**src/rtl/parity_commit_pkg.sv**
```systemverilog
package parity_commit_pkg;
  typedef enum logic [1:0] {
    ST_IDLE = 2'd0,
    ST_FILL = 2'd1,
    ST_EMIT = 2'd2
  } eng_state_t;
endpackage

```
**src/rtl/parity_acc_ram.sv**
```systemverilog
module parity_acc_ram #(
  parameter int DEPTH = 64,
  parameter int AW    = 6,
  parameter int DW    = 8
) (
  input  logic          clk,
  input  logic          we_i,
  input  logic [AW-1:0] waddr_i,
  input  logic [DW-1:0] wdata_i,
  input  logic [AW-1:0] raddr_i,
  output logic [DW-1:0] rdata_o
);
  logic [DW-1:0] mem [DEPTH];

  always_ff @(posedge clk) begin
    if (we_i) mem[waddr_i] <= wdata_i;
    rdata_o <= mem[raddr_i];
  end
endmodule

```
**src/rtl/page_tracker.sv**
```systemverilog
module page_tracker #(
  parameter int PAGE_BYTES = 64,
  parameter int DATA_PAGES = 7,
  parameter int PIDX_W     = 4,
  parameter int BW         = 6
) (
  input  logic              clk,
  input  logic              rst,
  input  logic              load_i,
  input  logic [PIDX_W-1:0] skip_i,
  input  logic              adv_i,
  output logic [PIDX_W-1:0] exp_page_o,
  output logic [BW-1:0]     byte_o,
  output logic [BW-1:0]     byte_nxt_o,
  output logic              fresh_o,
  output logic              all_done_o
);
  localparam int LAST_BYTE = PAGE_BYTES - 1;
  localparam int DCW       = $clog2(DATA_PAGES + 1);

  logic [PIDX_W-1:0] exp_q, skip_q, after_page;
  logic [BW-1:0]     byte_q;
  logic [DCW-1:0]    done_q;
  logic              fresh_q, page_end;

  assign page_end   = adv_i && (byte_q == BW'(LAST_BYTE));
  assign byte_nxt_o = !adv_i ? byte_q : (page_end ? '0 : byte_q + 1'b1);
  assign all_done_o = page_end && (done_q == DCW'(DATA_PAGES - 1));

  always_comb begin
    after_page = exp_q + PIDX_W'(1);
    if (after_page == skip_q) after_page = exp_q + PIDX_W'(2);
  end

  always_ff @(posedge clk) begin
    if (rst) begin
      exp_q   <= '0;
      skip_q  <= '0;
      byte_q  <= '0;
      done_q  <= '0;
      fresh_q <= 1'b1;
    end else if (load_i) begin
      skip_q  <= skip_i;
      exp_q   <= (skip_i == '0) ? PIDX_W'(1) : '0;
      byte_q  <= '0;
      done_q  <= '0;
      fresh_q <= 1'b1;
    end else begin
      byte_q <= byte_nxt_o;
      if (page_end) begin
        exp_q   <= after_page;
        done_q  <= done_q + 1'b1;
        fresh_q <= 1'b0;
      end
    end
  end

  assign exp_page_o = exp_q;
  assign byte_o     = byte_q;
  assign fresh_o    = fresh_q;
endmodule

```
**src/rtl/parity_commit_engine.sv**
```systemverilog
module parity_commit_engine
  import parity_commit_pkg::*;
#(
  parameter int PAGE_BYTES      = 64,
  parameter int PAGES_PER_BLOCK = 8,
  parameter int PARITY_PAGES    = 1,
  localparam int PIDX_W         = $clog2(PAGES_PER_BLOCK + 1)
) (
  input  logic              clk,
  input  logic              rst,
  input  logic              blk_start_i,
  input  logic              rec_start_i,
  input  logic [PIDX_W-1:0] rec_page_i,
  input  logic              in_valid_i,
  output logic              in_ready_o,
  input  logic [PIDX_W-1:0] in_page_i,
  input  logic [7:0]        in_data_i,
  output logic              out_valid_o,
  input  logic              out_ready_i,
  output logic [7:0]        out_data_o,
  output logic              out_last_o,
  output logic              seq_err_o
);
  localparam int DATA_PAGES = PAGES_PER_BLOCK - PARITY_PAGES;
  localparam int BW         = $clog2(PAGE_BYTES);
  localparam int CW         = $clog2(PARITY_PAGES + 1);
  localparam int LAST_BYTE  = PAGE_BYTES - 1;

  eng_state_t        state_q;
  logic [CW-1:0]     copies_q, ecopy_q;
  logic [BW-1:0]     ebyte_q, rd_addr, cur_byte, nxt_byte;
  logic [PIDX_W-1:0] exp_page, skip_sel;
  logic [7:0]        rd_q, wr_data;
  logic              err_q, idle, go_wr, go_rec, bad_rec, load;
  logic              in_hs, match, adv, out_hs, elast, clast, fresh, all_done;

  assign idle    = (state_q == ST_IDLE);
  assign go_wr   = idle && blk_start_i;
  assign go_rec  = idle && !blk_start_i && rec_start_i && (rec_page_i <= PIDX_W'(DATA_PAGES));
  assign bad_rec = idle && !blk_start_i && rec_start_i && (rec_page_i > PIDX_W'(DATA_PAGES));
  assign load    = go_wr || go_rec;
  assign skip_sel = go_wr ? PIDX_W'(DATA_PAGES) : rec_page_i;

  assign in_hs  = in_valid_i && (state_q == ST_FILL);
  assign match  = (in_page_i == exp_page);
  assign adv    = in_hs && match;
  assign out_hs = (state_q == ST_EMIT) && out_ready_i;
  assign elast  = (ebyte_q == BW'(LAST_BYTE));
  assign clast  = (ecopy_q == copies_q - 1'b1);

  page_tracker #(
    .PAGE_BYTES(PAGE_BYTES), .DATA_PAGES(DATA_PAGES), .PIDX_W(PIDX_W), .BW(BW)
  ) trk_i (
    .clk(clk), .rst(rst), .load_i(load), .skip_i(skip_sel), .adv_i(adv),
    .exp_page_o(exp_page), .byte_o(cur_byte), .byte_nxt_o(nxt_byte),
    .fresh_o(fresh), .all_done_o(all_done)
  );

  always_comb begin
    case (state_q)
      ST_FILL: rd_addr = nxt_byte;
      ST_EMIT: rd_addr = out_hs ? (elast ? '0 : ebyte_q + 1'b1) : ebyte_q;
      default: rd_addr = '0;
    endcase
  end

  assign wr_data = fresh ? in_data_i : (in_data_i ^ rd_q);

  parity_acc_ram #(.DEPTH(PAGE_BYTES), .AW(BW), .DW(8)) ram_i (
    .clk(clk), .we_i(adv), .waddr_i(cur_byte), .wdata_i(wr_data),
    .raddr_i(rd_addr), .rdata_o(rd_q)
  );

  always_ff @(posedge clk) begin
    if (rst) begin
      state_q  <= ST_IDLE;
      copies_q <= CW'(1);
      ebyte_q  <= '0;
      ecopy_q  <= '0;
      err_q    <= 1'b0;
    end else begin
      err_q <= (in_hs && !match) || bad_rec;
      case (state_q)
        ST_IDLE: if (load) begin
          state_q  <= ST_FILL;
          copies_q <= go_wr ? CW'(PARITY_PAGES) : CW'(1);
        end
        ST_FILL: if (all_done) begin
          state_q <= ST_EMIT;
          ebyte_q <= '0;
          ecopy_q <= '0;
        end
        ST_EMIT: if (out_hs) begin
          ebyte_q <= elast ? '0 : ebyte_q + 1'b1;
          if (elast) begin
            ecopy_q <= ecopy_q + 1'b1;
            if (clast) state_q <= ST_IDLE;
          end
        end
        default: state_q <= ST_IDLE;
      endcase
    end
  end

  assign in_ready_o  = (state_q == ST_FILL);
  assign out_valid_o = (state_q == ST_EMIT);
  assign out_data_o  = rd_q;
  assign out_last_o  = (state_q == ST_EMIT) && elast && clast;
  assign seq_err_o   = err_q;
endmodule

```
**config.mk**
```make
export PLATFORM = sky130hd
export DESIGN_NAME = parity_commit_engine
export DESIGN_NICKNAME = d
export VERILOG_FILES = /design/src/rtl/parity_commit_pkg.sv /design/src/rtl/parity_acc_ram.sv /design/src/rtl/page_tracker.sv /design/src/rtl/parity_commit_engine.sv
export SDC_FILE = /design/constraint.sdc
export NUM_CORES = 1
export LEC_CHECK = 0
export BUFFER_PORTS_ARGS = -buffer_cell sky130_fd_sc_hd__buf_2
export CORE_ASPECT_RATIO = 0.5
export CORE_MARGIN = 2
export CORE_UTILIZATION = 55
export CTS_BUF_LIST = sky130_fd_sc_hd__clkbuf_8
export CTS_CLUSTER_SIZE = 25
export DETAILED_ROUTE_END_ITERATION = 12
export PLACE_DENSITY_LB_ADDON = 0.25
export REMOVE_ABC_BUFFERS = 1
export SLEW_MARGIN = 30
export SYNTH_ARGS = -nofsm -noshare
export SYNTH_HDL_FRONTEND = slang
export SYNTH_SLANG_ARGS = --single-unit
```
**constraint.sdc**
```tcl
create_clock -name clk -period 4.7 [get_ports clk]
set_input_delay 0.47 -clock clk [delete_from_list [all_inputs] [get_ports clk]]
set_output_delay 0.47 -clock clk [all_outputs]
set_load 0.1 [all_outputs]
```
==> impl_metrics.prom, run 1 <==
# TYPE chip_impl_metric gauge
chip_impl_info{name="status",value="complete, no violations"} 1
chip_impl_metric{name="htreeDepth",unit=""} 3
chip_impl_metric{name="ys_seq_elements",unit=""} 548
chip_impl_metric{name="detail_route.drc_violations",unit=""} 0
chip_impl_metric{name="drt_iter0_markers",unit=""} 2021
chip_impl_metric{name="hold_viol_final",unit=""} 0
chip_impl_metric{name="seq_area_frac_synth",unit=""} 0.710
chip_impl_metric{name="row_cnt",unit=""} 52
chip_impl_metric{name="grt_pass1_wl",unit="microns"} 91600
chip_impl_metric{name="timing_worst_slew_pin_value",unit="ns"} 0.986
chip_impl_metric{name="power_per_cell_area",unit="nW/um^2"} 398
chip_impl_metric{name="postSynthCellCount",unit=""} 1655
chip_impl_metric{name="cts-buffers-inserted",unit=""} 76
chip_impl_metric{name="post_cts_resized",unit=""} 0
chip_impl_metric{name="design_area",unit="sq um"} 25000
chip_impl_metric{name="drt.antenna.violating_nets",unit=""} 0
chip_impl_metric{name="critical_path_arrival",unit="ns"} 4.71
chip_impl_metric{name="grt_pass1_vias",unit=""} 14826
chip_impl_metric{name="dpl_worst_slack",unit="ns"} 0.626
chip_impl_info{name="postSynth.topFlopCell",value="edfxtp_1"} 1
chip_impl_info{name="worst_hold_path_type",value="input port to flip-flop"} 1
chip_impl_metric{name="antenna-diode-count",unit=""} 0
chip_impl_metric{name="ios",unit=""} 34
chip_impl_metric{name="nets_final",unit=""} 1747
chip_impl_metric{name="fmax",unit="MHz"} 240
chip_impl_info{name="startpoint_type",value="flip-flop"} 1
chip_impl_info{name="worst_path_max_delay_cell",value="o21ai_4"} 1
chip_impl_metric{name="fin_crit_sh",unit=""} 0.888
chip_impl_metric{name="final_util",unit=""} 0.616
chip_impl_metric{name="postCtsSetupBuffers",unit=""} 0
chip_impl_metric{name="die_outline_area",unit="sq um"} 42900
chip_impl_metric{name="crit_path_max_incr_delay",unit="ns"} 0.72
chip_impl_info{name="mostFrequentLayoutCells",value="512 x edfxtp_1, 190 x nor2_1, 144 x nand2_1, 88 x o21ai_0, 81 x clkbuf_8"} 1
chip_impl_info{name="path_class",value="flip-flop to flip-flop"} 1
chip_impl_metric{name="routedWlPerCell",unit="microns"} 26.3
chip_impl_metric{name="p_total",unit="mW"} 9.94
chip_impl_metric{name="finalCriticalPeriod",unit="ns"} 4.17
chip_impl_metric{name="track_usage",unit=""} 0.286
chip_impl_metric{name="syn2layout_area_growth",unit="%"} 10.2
chip_impl_metric{name="post_layout_worst_setup_margin",unit="ns"} 0.526
chip_impl_metric{name="ys_warn_count",unit=""} 0
chip_impl_metric{name="insertion_delay",unit="ns"} 0.66
chip_impl_metric{name="firstDrtPassIters",unit=""} 6
chip_impl_metric{name="synth_cell_type_count",unit=""} 71
chip_impl_metric{name="clock-skew-final",unit="ns"} 0.0325
chip_impl_metric{name="clkTransAtPathRegs",unit="ns"} 0.07
chip_impl_metric{name="routed-via-count",unit=""} 14937
chip_impl_metric{name="crit_path_max_fanout",unit=""} 44
chip_impl_metric{name="cts_hold_buf",unit=""} 0
chip_impl_metric{name="place_hpwl",unit="microns"} 37800
chip_impl_metric{name="globalRoute.totalOverflow",unit=""} 0
chip_impl_metric{name="leakagePower",unit="nW"} 8.32
chip_impl_info{name="crit_path_cell_trace",value="nand3_1 -> o2111a_1 -> a21o_1 -> o21ai_4 -> buf_12 -> o221ai_1 -> o311a_1 -> o21ai_0 -> a31oi_1 -> nor4_1"} 1
chip_impl_metric{name="finalHoldWorstSlack",unit="ns"} 0.113
chip_impl_metric{name="number_of_max_cap_violations",unit=""} 0
chip_impl_info{name="mostFrequentLayoutCell",value="edfxtp_1"} 1
chip_impl_info{name="grt_setup_unrepaired",value="false"} 1
chip_impl_metric{name="synth_async_reset_ratio",unit=""} 0
chip_impl_metric{name="die_h",unit="microns"} 148
chip_impl_metric{name="largest_net_degree_at_the_start_of_global_routing",unit=""} 65
chip_impl_metric{name="drive_gt1_frac",unit=""} 0.128
chip_impl_metric{name="vias_per_cell",unit=""} 6.45
chip_impl_metric{name="timing.slew.headroom",unit=""} 0.340
chip_impl_metric{name="setup_violators_final",unit=""} 0
chip_impl_metric{name="route.final.wire_length",unit="microns"} 61000
chip_impl_metric{name="synth_edf_count",unit=""} 512
chip_impl_metric{name="max-clock-path-buffers",unit=""} 3
chip_impl_metric{name="synth.cell_area",unit="sq um"} 22700
chip_impl_metric{name="die_x",unit="microns"} 291
chip_impl_info{name="netlist_top_cells_area",value="edfxtp_1 68%, nor2_1 3.2%, dfxtp_1 3.2%, mux2i_1 2.9%, nand2_1 2.4%"} 1
chip_impl_metric{name="final_wtd_congestion",unit=""} 0.911
chip_impl_metric{name="floorplan.core_area",unit="sq um"} 40500
chip_impl_info{name="cts_tree",value="yes"} 1
chip_impl_metric{name="grt_antenna_before_repair",unit=""} 1
chip_impl_metric{name="synth.avg_cell_area",unit="sq um"} 13.7
chip_impl_metric{name="post_dp_cell_area",unit="sq um"} 23500
chip_impl_info{name="clk_root_buffer_cell",value="clkbuf_8"} 1
chip_impl_info{name="critPathCaptureType",value="flip-flop"} 1
chip_impl_metric{name="worst_endpoint_required_time",unit="ns"} 5.24
chip_impl_metric{name="synth_top_area_share",unit=""} 0.679
chip_impl_metric{name="cts.sinks",unit=""} 548
chip_impl_info{name="cell_type_contributing_the_most_total_cell_area_after_synthesis",value="edfxtp_1"} 1
chip_impl_metric{name="final_max_slew_viol_count",unit=""} 0
chip_impl_metric{name="fill_cells",unit=""} 3016
chip_impl_metric{name="initial_cell_density_of_the_core",unit=""} 0.559
chip_impl_metric{name="portBuffers",unit=""} 33
chip_impl_metric{name="ir_drop",unit="uV"} 220
cell families (layout without fill, tap and decap cells):
kind of cell / count (synthesis) / after routing / synth area share
flops: 548 / 548 / 0.710
mux: 72 / 72 / 0.0322
buf+inv: 121 / 243 / 0.0250
simple gates: 544 / 544 / 0.110
fa+ha+maj: 11 / 11 / 0.00607
xor+xnor: 28 / 28 / 0.0108
compound gates: 331 / 331 / 0.106
Yosys cell counts (all sizes together) (15+ instances only):
master,instances
mux2i,65
buf,67
xnor2,22
nand2,144
edfxtp,512
nor2,201
nand4,20
a32oi,26
o221ai,15
a21oi,24
o21ai,95
nand2b,18
a31oi,29
a211oi,32
dfxtp,36
nand3,24
clkbuf,39
nor3,70
layout make-up:
type	count	area (sq um)	share of cell area
Tap cell	540	676	0.0271
Sequential cell	548	16100	0.645
Inverter	15	56.3	0.00226
Clock inverter	60	303	0.0121
Timing Repair Buffer	87	621	0.0249
Multi-Input combinational cell	986	6100	0.244
Clock buffer	81	1110	0.0447
power by group:
| part | switching, mW | leakage, nW | internal, mW |
|---|---|---|---|
| clock | 1.82 | 0.833 | 1.71 |
| sequential | 0.0199 | 4.89 | 5.35 |
| combinational | 0.795 | 2.59 | 0.240 |
| total | 2.64 | 8.32 | 7.30 |
metrics by stage:
stage | setup TNS (ns) | std cells
finish | 0 | 2317
global route | 0 | 2317
CTS | 0 | 2317
detailed placement | 0 | 2176
global placement | 0 | 2176
floorplan | -25.62 | 1549
registers in the layout, summed over array words and instances, names as in the netlist, 2 cells and up:
signal	cells
ram_i.rdata_o	8
ebyte_q	6
trk_i.done_q	3
trk_i.exp_page_o	4
trk_i.skip_q	4
trk_i.byte_o	6
ram_i.mem	512
state_q	2
worst max-delay path: cells and delay by family, from the launching register on:
family | cells | cell delay, ns
simple gates | 2 | 0.84
compound gates | 7 | 2.31
flops | 1 | 0.56
buf+inv | 1 | 0.33
worst paths after layout:
path | depth (start not counted) | endpoint | slack (ns) | from
setup / recovery | 10 | ram_i.rdata_o[3]$_DFF_P_ | 0.53 | trk_i.byte_o[3]$_SDFF_PP0_
hold / removal | 3 | seq_err_o$_SDFF_PP0_ | 0.11 | rec_page_i[3]
setup reg to reg | 10 | ram_i.rdata_o[3]$_DFF_P_ | 0.53 | trk_i.byte_o[3]$_SDFF_PP0_
hold reg to reg | 1 | trk_i.skip_q[3]$_SDFFE_PP0N_ | 0.50 | trk_i.skip_q[3]$_SDFFE_PP0N_
per-layer routing:
metal | routed length [microns] | share of wire | up-vias | global-route usage
li1 | - | - | 6523 | -
met1 | 24200 | 0.40 | 7344 | 0.389
met3 | 7580 | 0.12 | 157 | 0.0992
met2 | 27100 | 0.44 | 911 | 0.431
met5 | 78 | 0.0013 | - | 0
met4 | 2070 | 0.034 | 2 | 0.106
No activity file was read; power rests on OpenSTA's default activity.
==> inputs of run 2 (changes only) <==
--- a/config.mk
+++ b/config.mk
@@ -8,7 +8,7 @@
 export BUFFER_PORTS_ARGS = -buffer_cell sky130_fd_sc_hd__buf_2
 export CORE_ASPECT_RATIO = 0.5
 export CORE_MARGIN = 2
-export CORE_UTILIZATION = 55
+export CORE_UTILIZATION = 35
 export CTS_BUF_LIST = sky130_fd_sc_hd__clkbuf_8
 export CTS_CLUSTER_SIZE = 25
 export DETAILED_ROUTE_END_ITERATION = 12
==> run 2 against run 1 <==
Cell count grew 15%. Largest cell class unchanged. Global-route usage fell by 9.7 points. Register-to-register slack gained 0.07 ns. Critical endpoint is now ram_i.rdata_o[7]$_DFF_P_.
==> impl_metrics.prom, run 2 (synthesized netlist as in run 1, its figures left out) <==
# TYPE chip_impl_metric gauge
chip_impl_metric{name="drt_iter0_markers",unit=""} 1543
chip_impl_metric{name="vias_per_cell",unit=""} 5.52
chip_impl_metric{name="insertion_delay",unit="ns"} 0.67
chip_impl_metric{name="grt_antenna_before_repair",unit=""} 4
chip_impl_info{name="rr_startpoint",value="state_q[0]$_SDFFE_PP0P_"} 1
chip_impl_metric{name="routedWlPerCell",unit="microns"} 23.8
chip_impl_metric{name="place_hpwl",unit="microns"} 38500
chip_impl_metric{name="portBuffers",unit=""} 33
chip_impl_info{name="worstSetupStartpoint",value="state_q[0]$_SDFFE_PP0P_"} 1
chip_impl_metric{name="cts_hold_buf",unit=""} 0
chip_impl_info{name="worst_hold_path_type",value="input port to flip-flop"} 1
chip_impl_info{name="clk_root_buffer_cell",value="clkbuf_8"} 1
chip_impl_metric{name="routed-via-count",unit=""} 14714
chip_impl_metric{name="fin_crit_sh",unit=""} 0.873
chip_impl_metric{name="number_of_max_cap_violations",unit=""} 0
chip_impl_metric{name="max-clock-path-buffers",unit=""} 3
chip_impl_metric{name="post_cts_resized",unit=""} 0
chip_impl_metric{name="die_x",unit="microns"} 364
chip_impl_metric{name="final_wtd_congestion",unit=""} 0.831
chip_impl_metric{name="leakagePower",unit="nW"} 8.44
chip_impl_metric{name="crit_path_max_fanout",unit=""} 45
chip_impl_metric{name="tns",unit="ns"} 0
chip_impl_metric{name="timing.slew.headroom",unit=""} 0.347
chip_impl_metric{name="finalCriticalPeriod",unit="ns"} 4.10
chip_impl_metric{name="ff2ff_setup_slack",unit="ns"} 0.60
chip_impl_metric{name="htreeDepth",unit=""} 3
chip_impl_info{name="top_regs",value="ram_i.mem x512, ram_i.rdata_o x8"} 1
chip_impl_metric{name="die_outline_area",unit="sq um"} 66900
chip_impl_metric{name="critical_path_arrival",unit="ns"} 4.63
chip_impl_info{name="startpoint_type",value="flip-flop"} 1
chip_impl_metric{name="track_usage",unit=""} 0.189
chip_impl_metric{name="fmax",unit="MHz"} 244
chip_impl_metric{name="firstDrtPassIters",unit=""} 7
chip_impl_metric{name="dpl_worst_slack",unit="ns"} 0.533
chip_impl_metric{name="initial_cell_density_of_the_core",unit=""} 0.357
chip_impl_metric{name="drt.antenna.violating_nets",unit=""} 0
chip_impl_metric{name="setup_violators_final",unit=""} 0
chip_impl_info{name="cts_tree",value="yes"} 1
chip_impl_metric{name="hold_viol_final",unit=""} 0
chip_impl_info{name="grt_setup_unrepaired",value="false"} 1
chip_impl_metric{name="grt_pass1_wl",unit="microns"} 94000
chip_impl_info{name="largest_register",value="ram_i.mem"} 1
chip_impl_metric{name="p_total",unit="mW"} 10.3
chip_impl_metric{name="detail_route.drc_violations",unit=""} 0
chip_impl_info{name="path_class",value="flip-flop to flip-flop"} 1
chip_impl_metric{name="power_per_cell_area",unit="nW/um^2"} 403
chip_impl_metric{name="row_cnt",unit=""} 65
chip_impl_metric{name="cts.sinks",unit=""} 548
chip_impl_metric{name="drive_gt1_frac",unit=""} 0.134
chip_impl_metric{name="final_util",unit=""} 0.403
chip_impl_metric{name="reg2reg_depth",unit=""} 11
chip_impl_metric{name="timing_worst_slew_pin_value",unit="ns"} 0.974
chip_impl_metric{name="ios",unit=""} 34
chip_impl_metric{name="largest_net_degree_at_the_start_of_global_routing",unit=""} 87
chip_impl_metric{name="worst_endpoint_required_time",unit="ns"} 5.22
chip_impl_metric{name="post_layout_worst_setup_margin",unit="ns"} 0.597
chip_impl_metric{name="route.final.wire_length",unit="microns"} 63500
chip_impl_metric{name="clock-skew-final",unit="ns"} 0.0272
chip_impl_metric{name="ir_drop",unit="uV"} 389
chip_impl_info{name="critPathCaptureType",value="flip-flop"} 1
chip_impl_info{name="setup.worst_path.end",value="ram_i.rdata_o[7]$_DFF_P_"} 1
chip_impl_metric{name="largest_register_ff_count",unit=""} 512
chip_impl_metric{name="postCtsSetupBuffers",unit=""} 0
chip_impl_metric{name="nets_final",unit=""} 1755
chip_impl_metric{name="globalRoute.totalOverflow",unit=""} 0
chip_impl_metric{name="cts-buffers-inserted",unit=""} 85
chip_impl_metric{name="floorplan.core_area",unit="sq um"} 63500
chip_impl_metric{name="final_max_slew_viol_count",unit=""} 0
chip_impl_info{name="mostFrequentLayoutCell",value="edfxtp_1"} 1
chip_impl_metric{name="clkTransAtPathRegs",unit="ns"} 0.06
chip_impl_metric{name="grt_pass1_vias",unit=""} 14351
chip_impl_metric{name="die_h",unit="microns"} 184
chip_impl_info{name="mostFrequentLayoutCells",value="512 x edfxtp_1, 192 x nor2_1, 144 x nand2_1, 93 x clkbuf_8, 88 x o21ai_0"} 1
chip_impl_info{name="r2r_end",value="ram_i.rdata_o[7]$_DFF_P_"} 1
chip_impl_info{name="status",value="complete, no violations"} 1
chip_impl_metric{name="syn2layout_area_growth",unit="%"} 13.0
==> run 2: per-stage QoR <==
step,hold WS (ns),cells,area [sq um]
floorplan,0.466,1549,22100
global placement,0.484,2506,23900
detailed placement,0.484,2506,23900
CTS,0.0592,2663,25600
global route,0.0922,2664,25600
finish,0.101,2665,25600
==> run 2: worst min path at each step <==
stage | start | endpoint | slack, ns | cells past startpoint
after floorplan | ecopy_q$_SDFFE_PP0P_ | ecopy_q$_SDFFE_PP0P_ | 0.47 | 1
after global placement | trk_i.skip_q[3]$_SDFFE_PP0N_ | trk_i.skip_q[3]$_SDFFE_PP0N_ | 0.48 | 1
after detailed placement | trk_i.skip_q[3]$_SDFFE_PP0N_ | trk_i.skip_q[3]$_SDFFE_PP0N_ | 0.48 | 1
after CTS | rec_page_i[3] | seq_err_o$_SDFF_PP0_ | 0.06 | 3
after global routing | rec_page_i[3] | seq_err_o$_SDFF_PP0_ | 0.09 | 3
final | rec_page_i[3] | seq_err_o$_SDFF_PP0_ | 0.10 | 3
==> run 2: where the power goes <==
group	switching [mW]	total, mW	leakage, nW	internal, mW
clock	1.89	3.94	0.958	2.04
combinational	0.793	1.01	2.59	0.221
sequential	0.0187	5.37	4.89	5.35
total	2.70	10.3	8.44	7.62
==> run 2: routing by layer <==
| metal | share of wire | GRT usage |
|---|---|---|
| met1 | 0.45 | 0.266 |
| met2 | 0.45 | 0.293 |
| met3 | 0.081 | 0.0425 |
| met4 | 0.020 | 0.0553 |
| met5 | 0.00050 | 0 |
==> run 2: final cells by class <==
type                    instances  area, sq um
fillers                      5932        37900
flip-flops and latches        548        16100
multi-input cells             986         6100
clock buffers                  93         1280
well taps                     871         1090
repair buffers                 86          601
clock inverters                64          370
inverters                      15         56.3
diodes                          2         5.00
==> run 2: worst max-delay path, cell delays in order, from the launching register on <==
cell and delay (ns):
dfxtp_1 0.33, inv_1 0.11, ha_1 0.30, clkinv_1 0.30
a311oi_1 0.33, a21o_1 0.26, or2_4 0.59, nand3_1 0.48
nor2_1 0.31, nor4b_1 0.12, a211oi_1 0.70, nor4_1 0.12
==> inputs of run 3 (changes only) <==
--- a/config.mk
+++ b/config.mk
@@ -13,6 +13,7 @@
 export CTS_CLUSTER_SIZE = 25
 export DETAILED_ROUTE_END_ITERATION = 12
 export PLACE_DENSITY_LB_ADDON = 0.25
+export RECOVER_POWER = 50
 export REMOVE_ABC_BUFFERS = 1
 export SLEW_MARGIN = 30
 export SYNTH_ARGS = -nofsm -noshare
==> run 3 against run 2 <==
The run now ends with capacitance limit, slew limit left. Power about the same. Sequential share of layout area increased by 0.11 points. Setup slack got worse by 0.0011 ns. Design area decreased by 0.18%. Count of clock-buffer cells in the layout unchanged. Combinational power about the same. First-iteration DRC count decreased by 5.6%. Utilization decreased by 0.071 points. Flip-flop and latch count unchanged. Clock power about the same. Non-clock buffer count unchanged. Critical path type unchanged. Critical endpoint is now ram_i.mem[4][6]$_DFFE_PP_.
==> impl_metrics.prom, run 3 (synthesized netlist as in run 1, its figures left out) <==
# TYPE chip_impl_metric gauge
chip_impl_metric{name="timing_worst_slew_pin_value",unit="ns"} 3.20
chip_impl_info{name="violations",value="capacitance limit, slew limit"} 1
chip_impl_info{name="setup.worst_path.end",value="ram_i.mem[4][6]$_DFFE_PP_"} 1
chip_impl_metric{name="grt_pass1_wl",unit="microns"} 94000
chip_impl_metric{name="max-clock-path-buffers",unit=""} 3
chip_impl_metric{name="design_area",unit="sq um"} 25600
chip_impl_metric{name="die_h",unit="microns"} 184
chip_impl_metric{name="ir_drop",unit="uV"} 390
chip_impl_metric{name="timing.slew.headroom",unit=""} -1.14
chip_impl_info{name="r2r_end",value="ram_i.mem[4][6]$_DFFE_PP_"} 1
chip_impl_metric{name="grt_pass1_vias",unit=""} 14351
chip_impl_metric{name="portBuffers",unit=""} 33
chip_impl_metric{name="layoutNonFillerInstCount",unit=""} 2665
chip_impl_metric{name="crit_path_max_fanout",unit=""} 64
chip_impl_metric{name="floorplan.core_area",unit="sq um"} 63500
chip_impl_metric{name="largest_net_degree_at_the_start_of_global_routing",unit=""} 87
chip_impl_info{name="mostFrequentLayoutCell",value="edfxtp_1"} 1
chip_impl_metric{name="route.final.wire_length",unit="microns"} 63600
chip_impl_metric{name="reg2reg_depth",unit=""} 4
chip_impl_metric{name="critical_path_arrival",unit="ns"} 4.09
chip_impl_metric{name="dpl_worst_slack",unit="ns"} 0.533
chip_impl_metric{name="detail_route.drc_violations",unit=""} 0
chip_impl_metric{name="setup_violators_final",unit=""} 0
chip_impl_info{name="top_regs",value="ram_i.mem x512, ram_i.rdata_o x8"} 1
chip_impl_metric{name="critical_path_cell_count",unit=""} 4
chip_impl_metric{name="routed-via-count",unit=""} 14690
chip_impl_metric{name="finalCriticalPeriod",unit="ns"} 4.10
chip_impl_info{name="cp_top_family",value="buffers and inverters"} 1
chip_impl_info{name="worst_hold_path_type",value="input port to flip-flop"} 1
chip_impl_info{name="cts_tree",value="yes"} 1
chip_impl_metric{name="routedWlPerCell",unit="microns"} 23.8
chip_impl_info{name="worstSetupStartpoint",value="trk_i.fresh_o$_SDFFE_PP1P_"} 1
chip_impl_metric{name="insertion_delay",unit="ns"} 0.67
chip_impl_metric{name="final_util",unit=""} 0.402
chip_impl_metric{name="leakagePower",unit="nW"} 8.39
chip_impl_metric{name="die_x",unit="microns"} 364
chip_impl_metric{name="grt_antenna_before_repair",unit=""} 4
chip_impl_metric{name="cts_hold_buf",unit=""} 0
chip_impl_metric{name="tns",unit="ns"} 0
chip_impl_metric{name="die_outline_area",unit="sq um"} 66900
chip_impl_metric{name="drt.antenna.violating_nets",unit=""} 0
chip_impl_info{name="largest_register",value="ram_i.mem"} 1
chip_impl_info{name="min_delay_startpoint",value="rec_page_i[3]"} 1
chip_impl_info{name="worst_path_max_delay_cell",value="clkbuf_1"} 1
chip_impl_metric{name="cts.sinks",unit=""} 548
chip_impl_info{name="clk_root_buffer_cell",value="clkbuf_8"} 1
chip_impl_metric{name="nets_final",unit=""} 1755
chip_impl_metric{name="worst_endpoint_required_time",unit="ns"} 4.68
chip_impl_info{name="grt_setup_unrepaired",value="false"} 1
chip_impl_info{name="critPathCaptureType",value="flip-flop"} 1
chip_impl_metric{name="clkTransAtPathRegs",unit="ns"} 0.06
chip_impl_metric{name="p_total",unit="mW"} 10.3
chip_impl_metric{name="drt_iter0_markers",unit=""} 1456
chip_impl_info{name="crit_path_cell_trace",value="buf_4 -> nand2b_1 -> xnor2_2 -> clkbuf_1"} 1
chip_impl_metric{name="vias_per_cell",unit=""} 5.51
chip_impl_metric{name="dp.cells",unit=""} 2506
chip_impl_metric{name="largest_register_ff_count",unit=""} 512
chip_impl_info{name="path_class",value="flip-flop to flip-flop"} 1
chip_impl_metric{name="place_hpwl",unit="microns"} 38500
chip_impl_metric{name="track_usage",unit=""} 0.189
chip_impl_metric{name="post_dp_cell_area",unit="sq um"} 23900
chip_impl_metric{name="initial_cell_density_of_the_core",unit=""} 0.357
chip_impl_metric{name="post_layout_worst_setup_margin",unit="ns"} 0.596
chip_impl_metric{name="clock-skew-final",unit="ns"} 0.0279
chip_impl_info{name="status",value="finished with violations"} 1
chip_impl_metric{name="row_cnt",unit=""} 65
chip_impl_metric{name="ios",unit=""} 34
chip_impl_metric{name="firstDrtPassIters",unit=""} 5
chip_impl_metric{name="cts-buffers-inserted",unit=""} 85
chip_impl_metric{name="final_max_slew_viol_count",unit=""} 473
chip_impl_metric{name="hold_viol_final",unit=""} 0
chip_impl_metric{name="fin_crit_sh",unit=""} 0.873
chip_impl_metric{name="ff2ff_setup_slack",unit="ns"} 0.60
chip_impl_metric{name="globalRoute.totalOverflow",unit=""} 0
chip_impl_metric{name="fmax",unit="MHz"} 244
chip_impl_metric{name="crit_path_max_incr_delay",unit="ns"} 2.26
chip_impl_metric{name="finalHoldWorstSlack",unit="ns"} 0.106
chip_impl_metric{name="postCtsSetupBuffers",unit=""} 0
chip_impl_metric{name="power_per_cell_area",unit="nW/um^2"} 404
chip_impl_metric{name="syn2layout_area_growth",unit="%"} 12.8
chip_impl_info{name="mostFrequentLayoutCells",value="512 x edfxtp_1, 192 x nor2_1, 144 x nand2_1, 93 x clkbuf_8, 88 x o21ai_0"} 1
chip_impl_info{name="startpoint_type",value="flip-flop"} 1
chip_impl_info{name="rr_startpoint",value="trk_i.fresh_o$_SDFFE_PP1P_"} 1
chip_impl_metric{name="drive_gt1_frac",unit=""} 0.127
chip_impl_metric{name="final_wtd_congestion",unit=""} 0.831
chip_impl_metric{name="post_cts_resized",unit=""} 0
chip_impl_metric{name="htreeDepth",unit=""} 3
chip_impl_metric{name="number_of_max_cap_violations",unit=""} 8
chip_impl_metric{name="cp_num_buf_inv",unit=""} 2
## run 3: tightest hold or removal path: stages
cell and delay [ns]:
buf_2 0.08, a32oi_1 0.08, nor2_1 0.09
## run 3: report_power, final
| part | internal (mW) | switching (mW) |
|---|---|---|
| registers | 5.36 | 0.0187 |
| clock network | 2.04 | 1.89 |
| logic | 0.217 | 0.794 |
| total | 7.62 | 2.70 |
## run 3: how the worst min path moves through the flow
| stage | slack, ns | end | depth (start not counted) |
|---|---|---|---|
| CTS | 0.06 | seq_err_o$_SDFF_PP0_ | 3 |
| finish | 0.11 | seq_err_o$_SDFF_PP0_ | 3 |
| global placement | 0.48 | trk_i.skip_q[3]$_SDFFE_PP0N_ | 1 |
| detailed placement | 0.48 | trk_i.skip_q[3]$_SDFFE_PP0N_ | 1 |
| global route | 0.09 | seq_err_o$_SDFF_PP0_ | 3 |
| floorplan | 0.47 | ecopy_q$_SDFFE_PP0P_ | 1 |
## run 3: final cells by class
cell class | instances | area [sq um]
clock buffers | 93 | 1280
inverters | 15 | 56.3
diodes | 2 | 5.00
repair buffers | 86 | 563
flip-flops and latches | 548 | 16100
multi-input cells | 986 | 6100
clock inverters | 64 | 370
fillers | 5950 | 38000
well taps | 871 | 1090
## run 3: layer usage
| metal | wire length (microns) | vias up | track usage |
|---|---|---|---|
| met2 | 28600 | 590 | 0.293 |
| met5 | 32 | - | 0 |
| met4 | 1390 | 4 | 0.0553 |
| li1 | - | 6553 | - |
| met1 | 28700 | 7465 | 0.266 |
| met3 | 4880 | 78 | 0.0425 |
